### src/rtl/sram_ctl_pkg.sv
package sram_ctl_pkg;

  typedef enum logic [1:0] {
    ST_IDLE  = 2'd0,
    ST_READ  = 2'd1,
    ST_WRITE = 2'd2
  } ctl_state_e;

  // Cycles needed to cover a minimum time: rounded up, never below one.
  function automatic int unsigned wait_cycles(input int unsigned t_ps,
                                              input int unsigned clk_ps);
    int unsigned n;
    n = (t_ps + clk_ps - 1) / clk_ps;
    return (n < 1) ? 1 : n;
  endfunction

  function automatic int unsigned max2(input int unsigned a, input int unsigned b);
    return (a > b) ? a : b;
  endfunction

endpackage

### src/rtl/sram_ctl_timer.sv
module sram_ctl_timer #(
  parameter int CNT_W = 2
) (
  input  logic             clk,
  input  logic             rst_n,
  input  logic             load,
  input  logic [CNT_W-1:0] load_val,
  output logic             expired
);

  logic [CNT_W-1:0] cnt_q, cnt_d;

  always_comb begin
    cnt_d = cnt_q;
    if (load)              cnt_d = load_val - 1'b1;
    else if (cnt_q != '0)  cnt_d = cnt_q - 1'b1;
  end

  always_ff @(posedge clk or negedge rst_n) begin
    if (!rst_n) cnt_q <= '0;
    else        cnt_q <= cnt_d;
  end

  assign expired = (cnt_q == '0);

  // a zero load would wrap the counter and stretch the phase
  a_r4_load_nonzero: assert property (@(posedge clk) disable iff (!rst_n)
    load |-> (load_val != '0));

endmodule

### src/rtl/sram_ctl_fsm.sv
module sram_ctl_fsm
  import sram_ctl_pkg::*;
#(
  parameter int CNT_W  = 2,
  parameter int RD_CYC = 2,
  parameter int WR_CYC = 2
) (
  input  logic             clk,
  input  logic             rst_n,
  input  logic             req_valid,
  input  logic             req_write,
  input  logic             expired,
  output logic             req_ready,
  output logic             accept,
  output logic             load,
  output logic [CNT_W-1:0] load_val,
  output logic             capture,
  output logic             ce_n,
  output logic             we_n,
  output logic             rsp_valid
);

  ctl_state_e state_q, state_d;
  logic       ce_q, ce_d, we_q, we_d, rsp_q;
  logic       finish;

  assign accept   = (state_q == ST_IDLE) && req_valid;
  assign finish   = (state_q != ST_IDLE) && expired;
  assign capture  = (state_q == ST_READ) && expired;
  assign load     = accept;
  assign load_val = req_write ? CNT_W'(WR_CYC) : CNT_W'(RD_CYC);

  always_comb begin
    state_d = state_q;
    ce_d    = ce_q;
    we_d    = we_q;
    if (accept) begin
      state_d = req_write ? ST_WRITE : ST_READ;
      ce_d    = 1'b0;
      we_d    = ~req_write;
    end else if (finish) begin
      state_d = ST_IDLE;
      ce_d    = 1'b1;
      we_d    = 1'b1;
    end
  end

  always_ff @(posedge clk or negedge rst_n) begin
    if (!rst_n) begin
      state_q <= ST_IDLE;
      ce_q    <= 1'b1;
      we_q    <= 1'b1;
      rsp_q   <= 1'b0;
    end else begin
      state_q <= state_d;
      ce_q    <= ce_d;
      we_q    <= we_d;
      rsp_q   <= capture;
    end
  end

  assign req_ready = (state_q == ST_IDLE) && rst_n;
  assign ce_n      = ce_q;
  assign we_n      = we_q;
  assign rsp_valid = rsp_q;

  a_r2_we_needs_ce: assert property (@(posedge clk) disable iff (!rst_n)
    !we_q |-> !ce_q);
  a_r5_ready_idle_pins: assert property (@(posedge clk) disable iff (!rst_n)
    req_ready |-> (ce_q && we_q));
  a_r4_rsp_one_cycle: assert property (@(posedge clk) disable iff (!rst_n)
    rsp_q |=> !rsp_q);
  a_r4_rsp_deselected: assert property (@(posedge clk) disable iff (!rst_n)
    rsp_q |-> ce_q);
  a_r8_write_no_rsp: assert property (@(posedge clk) disable iff (!rst_n)
    (state_q == ST_WRITE) |=> !rsp_q);

endmodule

### src/rtl/sram_ctl_hold.sv
module sram_ctl_hold #(
  parameter int AW = 16
) (
  input  logic          clk,
  input  logic          rst_n,
  input  logic          accept,
  input  logic          capture,
  input  logic [AW-1:0] req_addr,
  input  logic          req_wdata,
  input  logic          mem_dout,
  output logic [AW-1:0] mem_addr,
  output logic          mem_din,
  output logic          rsp_data
);

  logic [AW-1:0] addr_q;
  logic          din_q, rd_q;

  always_ff @(posedge clk or negedge rst_n) begin
    if (!rst_n) begin
      addr_q <= '0;
      din_q  <= 1'b0;
    end else if (accept) begin
      addr_q <= req_addr;
      din_q  <= req_wdata;
    end
  end

  always_ff @(posedge clk or negedge rst_n) begin
    if (!rst_n)       rd_q <= 1'b0;
    else if (capture) rd_q <= mem_dout;
  end

  assign mem_addr = addr_q;
  assign mem_din  = din_q;
  assign rsp_data = rd_q;

  a_r8_rdata_held: assert property (@(posedge clk) disable iff (!rst_n)
    !capture |=> $stable(rd_q));

endmodule

### src/rtl/sram_ctl.sv
module sram_ctl
  import sram_ctl_pkg::*;
#(
  parameter int AW       = 16,
  parameter int CLK_PS   = 5000,
  parameter int T_AA_PS  = 10000,
  parameter int T_WP_PS  = 8000,
  parameter int T_CW_PS  = 8000,
  parameter int T_AW_PS  = 8000,
  parameter int T_DW_PS  = 6000
) (
  input  logic          clk,
  input  logic          rst_n,
  input  logic          req_valid,
  output logic          req_ready,
  input  logic          req_write,
  input  logic [AW-1:0] req_addr,
  input  logic          req_wdata,
  output logic          rsp_valid,
  output logic          rsp_data,
  output logic [AW-1:0] mem_addr,
  output logic          mem_din,
  input  logic          mem_dout,
  output logic          mem_ce_n,
  output logic          mem_we_n
);

  localparam int RD_CYC = int'(wait_cycles(T_AA_PS, CLK_PS));
  localparam int WR_CYC = int'(max2(max2(wait_cycles(T_WP_PS, CLK_PS), wait_cycles(T_CW_PS, CLK_PS)),
                                    max2(wait_cycles(T_AW_PS, CLK_PS), wait_cycles(T_DW_PS, CLK_PS))));
  localparam int CNT_W  = $clog2(int'(max2(RD_CYC, WR_CYC)) + 1);

  logic rst_s1_q, rst_sync_n;
  always_ff @(posedge clk or negedge rst_n) begin
    if (!rst_n) begin
      rst_s1_q   <= 1'b0;
      rst_sync_n <= 1'b0;
    end else begin
      rst_s1_q   <= 1'b1;
      rst_sync_n <= rst_s1_q;
    end
  end

  logic             accept, load, capture, expired;
  logic [CNT_W-1:0] load_val;

  sram_ctl_fsm #(.CNT_W(CNT_W), .RD_CYC(RD_CYC), .WR_CYC(WR_CYC)) i_fsm (
    .clk(clk), .rst_n(rst_sync_n), .req_valid(req_valid), .req_write(req_write),
    .expired(expired), .req_ready(req_ready), .accept(accept), .load(load),
    .load_val(load_val), .capture(capture), .ce_n(mem_ce_n), .we_n(mem_we_n),
    .rsp_valid(rsp_valid));

  sram_ctl_timer #(.CNT_W(CNT_W)) i_timer (
    .clk(clk), .rst_n(rst_sync_n), .load(load), .load_val(load_val), .expired(expired));

  sram_ctl_hold #(.AW(AW)) i_hold (
    .clk(clk), .rst_n(rst_sync_n), .accept(accept), .capture(capture),
    .req_addr(req_addr), .req_wdata(req_wdata), .mem_dout(mem_dout),
    .mem_addr(mem_addr), .mem_din(mem_din), .rsp_data(rsp_data));

  // Checker counters: length of the current low phase of each strobe
  logic [CNT_W:0] we_lo_q, ce_lo_q;
  always_ff @(posedge clk or negedge rst_sync_n) begin
    if (!rst_sync_n) begin
      we_lo_q <= '0;
      ce_lo_q <= '0;
    end else begin
      we_lo_q <= mem_we_n ? '0 : ((&we_lo_q) ? we_lo_q : we_lo_q + 1'b1);
      ce_lo_q <= mem_ce_n ? '0 : ((&ce_lo_q) ? ce_lo_q : ce_lo_q + 1'b1);
    end
  end

  a_r3_we_pulse_width: assert property (@(posedge clk) disable iff (!rst_sync_n)
    $rose(mem_we_n) |-> (we_lo_q >= (CNT_W+1)'(WR_CYC)));
  a_r4_access_width: assert property (@(posedge clk) disable iff (!rst_sync_n)
    rsp_valid |-> (ce_lo_q >= (CNT_W+1)'(RD_CYC)));
  a_r3_din_stable: assert property (@(posedge clk) disable iff (!rst_sync_n)
    (!mem_we_n && !$past(mem_we_n)) |-> $stable(mem_din));
  a_r6_addr_stable: assert property (@(posedge clk) disable iff (!rst_sync_n)
    (!mem_ce_n && !$past(mem_ce_n)) |-> $stable(mem_addr));
  a_r7_gap_before_start: assert property (@(posedge clk) disable iff (!rst_sync_n)
    $fell(mem_ce_n) |-> ($past(mem_we_n) && !req_ready));

endmodule

### config.mk
export PLATFORM = sky130hd
export DESIGN_NAME = sram_ctl
export DESIGN_NICKNAME = d
export VERILOG_FILES = /design/src/rtl/sram_ctl_pkg.sv /design/src/rtl/sram_ctl_timer.sv /design/src/rtl/sram_ctl_fsm.sv /design/src/rtl/sram_ctl_hold.sv /design/src/rtl/sram_ctl.sv
export SDC_FILE = /design/constraint.sdc
export NUM_CORES = 1
export LEC_CHECK = 0
export BUFFER_PORTS_ARGS = -buffer_cell sky130_fd_sc_hd__buf_2
export CORE_UTILIZATION = 35
export DETAILED_ROUTE_END_ITERATION = 12
export PLACE_DENSITY = 0.63
export SYNTH_ARGS = -nofsm -noshare
export SYNTH_HDL_FRONTEND = slang
export SYNTH_SLANG_ARGS = --single-unit
### constraint.sdc
create_clock -name clk -period 2.9 [get_ports clk]
set_input_delay 0.58 -clock clk [delete_from_list [all_inputs] [get_ports clk]]
set_output_delay 0.58 -clock clk [all_outputs]
set_load 0.05 [all_outputs]
After elaboration in Yosys (flattened, before gate mapping) --
Index checks and enable logic that the tools add are counted.
Word-level totals: register bits after elaboration 27, bits in latches 0, RAM bits 0, bits in read-only memories 0, input port bits 22, output and inout port bits 22, logic and storage cells 31, memories 0
Operators by class: add/subtract/negate cells 1, multipliers 0, divide/modulo/power cells 0, order comparisons 0, equal/unequal tests 1, shift operators 0, mux-type cells 8, bitwise gates (word level) 1, reduce and logical (&&, ||, !) cells 10
Operator list (number):
- $mux 2 | 5
- $reduce_bool 2->1 | 4
- $logic_and 1x1->1 | 4
- $logic_not 2->1 | 2
- $mux 1 | 3
- $eq 2x1->1 const B | 1
- $sub 2x1->2 const B | 1
- $not 1->1 | 1

Longest topological paths before layout --
word-level depth 4, mapped depth 6, gate-level depth less buffers 5

By module --
From an unflattened synthesis, not the netlist that was laid out.
Unflattened totals: cells, all modules 74, area total of the unflattened synthesis 1122.3 sq um
By module, submodules not included:
- sram_ctl_hold | instances 1, cells each 38, area an instance 721.9 sq um, seq. area each 450.4 sq um
- sram_ctl_fsm | instances 1, cells each 25, area an instance 254.0 sq um, seq. area each 127.6 sq um
- sram_ctl_timer | instances 1, cells each 8, area an instance 92.6 sq um, seq. area each 50.0 sq um
- sram_ctl | instances 1, cells each 3, area an instance 53.8 sq um, seq. area each 50.0 sq um

Worst setup path after synthesis --
OpenSTA, ideal clock, no wires.
path type flip-flop to output port, from register rst_sync_n, to output port req_ready, data arrival time 1376 ps, data required time 2320 ps, setup slack 944 ps, cell stages (with the launch flop) 2, path buffers 0, cell sequence dfrtp_1 and2_1
On the way: longest elaborated chain between the ends 1
RTL lines:
- start, declared | line sram_ctl.sv:33 | logic rst_s1_q, rst_sync_n;
- start signal, assigned | line sram_ctl.sv:40 | rst_sync_n <= rst_s1_q;
- $logic_and 1x1->1 | line sram_ctl_fsm.sv:62 | assign req_ready = (state_q == ST_IDLE) && rst_n;
- end, declared | line sram_ctl.sv:15 | output logic req_ready,
Every way passes these cells.

Final worst setup path --
from register i_fsm.state_q[1], to output port req_ready
On the way: longest elaborated chain between the ends 2
RTL lines:
- start, declared | line sram_ctl_fsm.sv:23 | ctl_state_e state_q, state_d;
- start signal, assigned | line sram_ctl_fsm.sv:55 | state_q <= state_d;
- $logic_not 2->1 | line sram_ctl_fsm.sv:62
- $logic_and 1x1->1 | line sram_ctl_fsm.sv:62
Every way passes these cells.

==> results.md <==
* Final net count at 143
* Final Hold Slack at 0.2786 ns
* Post-synth cell types at 22
* Vias per cell at 4.387
* IO buf count at 43
* Syn avg cell area at 15.10 sq um
* Share of layout cells above drive strength 1 at 59.66%
* Die area at 0.003378 sq mm
* Share of the yosys chip area belonging to registers at 61.52%
* H-tree Lvls at 1
* Hold WC Path Type: flop to async pin
* Rows at 20
* CP required at 2.32 ns
* R2R Path Start: i_fsm.state_q[1]
* RSZ-0062 raised after global routing: false
* End of the critical path: req_ready
* Initial antenna violation count at 0
* Antenna-violating nets left at 0
* Skew final at 0.005800 ns
* Crit-path max FO at 5
* EDFF count, synth at 0
* Vias in the first global route at 716
* Inserted Diodes at 0
* Clock-pin slew on the worst setup and hold paths at 0.14 ns
* Critical Path, Cell by Cell: nor2_2 > and2_1 > buf_2
* Crit-path slowest cell: dfrtp_1
* Synth area leaders: dfrtp_1 (57%), mux2_4 (11%), mux2_2 (10%), dfstp_2 (4.8%), mux2i_1 (2.7%)
* CP Launch Type: flop
* Global Route Usage Sum at 12.42%
* Top-area cell type share of the netlist area at 56.75%
* Most area-hungry cell type in the Yosys netlist: dfrtp_1
* CP Launch Point: i_fsm.state_q[1]
* DR WL/cell at 11.26 microns
* Resized cells post-CTS at 0
* Chip Width at 58.12 microns
* Initial Util at 36.40%
* Fmax at 518.0 MHz
* Min Tclk post-route at 1.931 ns
* TritonCTS Buffers at 3
* CTS tree: yes
* CP Class: flop to primary output
* Hold Vio Cnt, Final at 0
* Final HPWL DP at 1369 microns
* Floorplan core area at 0.003028 sq mm
* Most frequent cell after synthesis: dfrtp_1
* Outcome: finished, final reports clean
* Pin count of the biggest net entering global routing at 26
* Async set-reset flop share out of synthesis at 100.0%
* Top FF cell, synth: dfrtp_1
* DR iter-0 viols at 6
* Die Height at 58.12 microns
* R2R Setup Slk at 1.43 ns
* Post-Syn Area at 0.001102 sq mm
* Synthesized flop and latch total at 27
* Final Core Density at 45.66%
* Post-Route WL at 1835 microns
* Clock sinks at 27
* Global-route wire length before repair at 3146 microns
* Worst-Skew Late Latency at 0.31 ns
* Final setup fails at 0
* Slew Limit Fails at 0
* Worst Setup End Kind: primary output
* Post-route DRC at 0
* Commonest cells post-synth: dfrtp_1 (25), mux2_2 (10), mux2_4 (8)
* Critical path's largest stage delay at 0.44 ns
* Setup TNS at 0 ns
* Tcrit/Tclk final at 66.57%
* Syn Inst Count at 73
* CP arrival at 1.35 ns
* Max-Cap Viols at 0
* Root buffer cell: clkbuf_4
* Area grow syn2layout at 25.43%
* IO Pins at 44
* RR Endpoint: i_hold.mem_din
* GPL Wtd Cong at 0.7587
* Net Count, Synth at 96
* Via Count at 715
* Total gr overflow at 0
* # Post-CTS Setup Buffers at 0
* Synth warnings at 0
* Worst r2r path cells at 3
* Clock Tree Buf Depth at 2
* First-pass DRT Iterations at 3
-- placed cells by master, fill, tap and decap left out, drive strengths merged --
| cell | count |
|---|---|
| buf | 44 |
| dfrtp | 25 |
| mux2 | 18 |
| nor2 | 5 |
| inv | 3 |
| a21oi | 3 |
| mux2i | 3 |
| clkbuf | 3 |
| nand2b | 2 |
| dfstp | 2 |
| and2 | 2 |
| and3b | 1 |
| nor3 | 1 |
| nand3b | 1 |
| xor2 | 1 |
| nand2 | 1 |
| ha | 1 |
| clkinv | 1 |
| dlygate4sd3 | 1 |
| conb | 1 |
-- metal layers --
metal | global-route usage, % | wire, microns | up-vias
met5 | 0 | 0 | -
met1 | 15.66 | 806 | 352
met3 | 2.232 | 102 | 2
met2 | 20.53 | 915 | 30
li1 | - | - | 331
met4 | 6.122 | 10 | 0
-- critical path: cells and delay by family (launching register included) --
family        cells  cell delay (ns)
buf+inv           1             0.25
flops             1             0.44
simple gates      2             0.35
-- stage by stage --
stage / setup slack, ns / instance area [sq um] / instances
finish: 0.9695 / 1383 / 163
global route: 0.8414 / 1383 / 163
CTS: 0.9372 / 1383 / 163
detailed placement: 1.322 / 1345 / 158
global placement: 1.349 / 1345 / 158
floorplan: 0.9443 / 1102 / 73
-- worst min-delay path by stage --
| stage | start | slack, ns | endpoint | cells after the start |
|---|---|---|---|---|
| final | rst_sync_n | 0.28 | i_hold.mem_addr[3] | 1 |
| after global routing | rst_sync_n | 0.33 | i_hold.mem_addr[3] | 1 |
| after CTS | rst_sync_n | 0.31 | i_hold.mem_addr[5] | 1 |
| after detailed placement | rst_sync_n | 0.29 | i_timer.cnt_q[1] | 1 |
| after global placement | rst_sync_n | 0.29 | i_hold.mem_addr[5] | 1 |
| after floorplan | rst_n | 0.28 | rst_s1_q | 0 |
-- state kept, by name, indices dropped and copies added (netlist names) --
signal / cells
rst_sync_n: 1
rst_s1_q: 1
i_hold.mem_addr: 16
i_fsm.we_n: 1
i_hold.rsp_data: 1
i_timer.cnt_q: 2
i_fsm.ce_n: 1
i_fsm.rsp_valid: 1
i_fsm.state_q: 2
i_hold.mem_din: 1
-- area by class of cell --
type,instances,area (sq um)
repair buffers,45,232.7
well taps,44,55.05
inverters,3,11.26
flip-flops and latches,27,678.2
fillers,299,1645
multi-input cells,40,377.9
clock inverters,1,5.005
clock buffers,3,22.52
-- logic make-up (layout without fill, tap and decap cells) --
kind of cell / after synthesis / in the layout / share of synthesized area (%)
and+or+nand+nor: 13 / 13 / 6.810
AOI/OAI and AO/OA: 3 / 3 / 1.362
adders and majority gates: 1 / 1 / 1.135
DFF: 27 / 27 / 61.52
buffers and inverters: 6 / 52 / 4.199
muxes: 21 / 21 / 23.84
other: 1 / 1 / 0.3402
xor gates and xnor gates: 1 / 1 / 0.7947
-- repair_timing --
| action | CTS | global route |
|---|---|---|
| endpoints found under the hold margin | 2 | 0 |
| endpoints found under the setup margin | 0 | 0 |
| hold buffers | 1 | 0 |
Power is left out: the tool's default activity adds up to more than one toggle a clock period on the data nets, which glitch-free logic cannot reach.
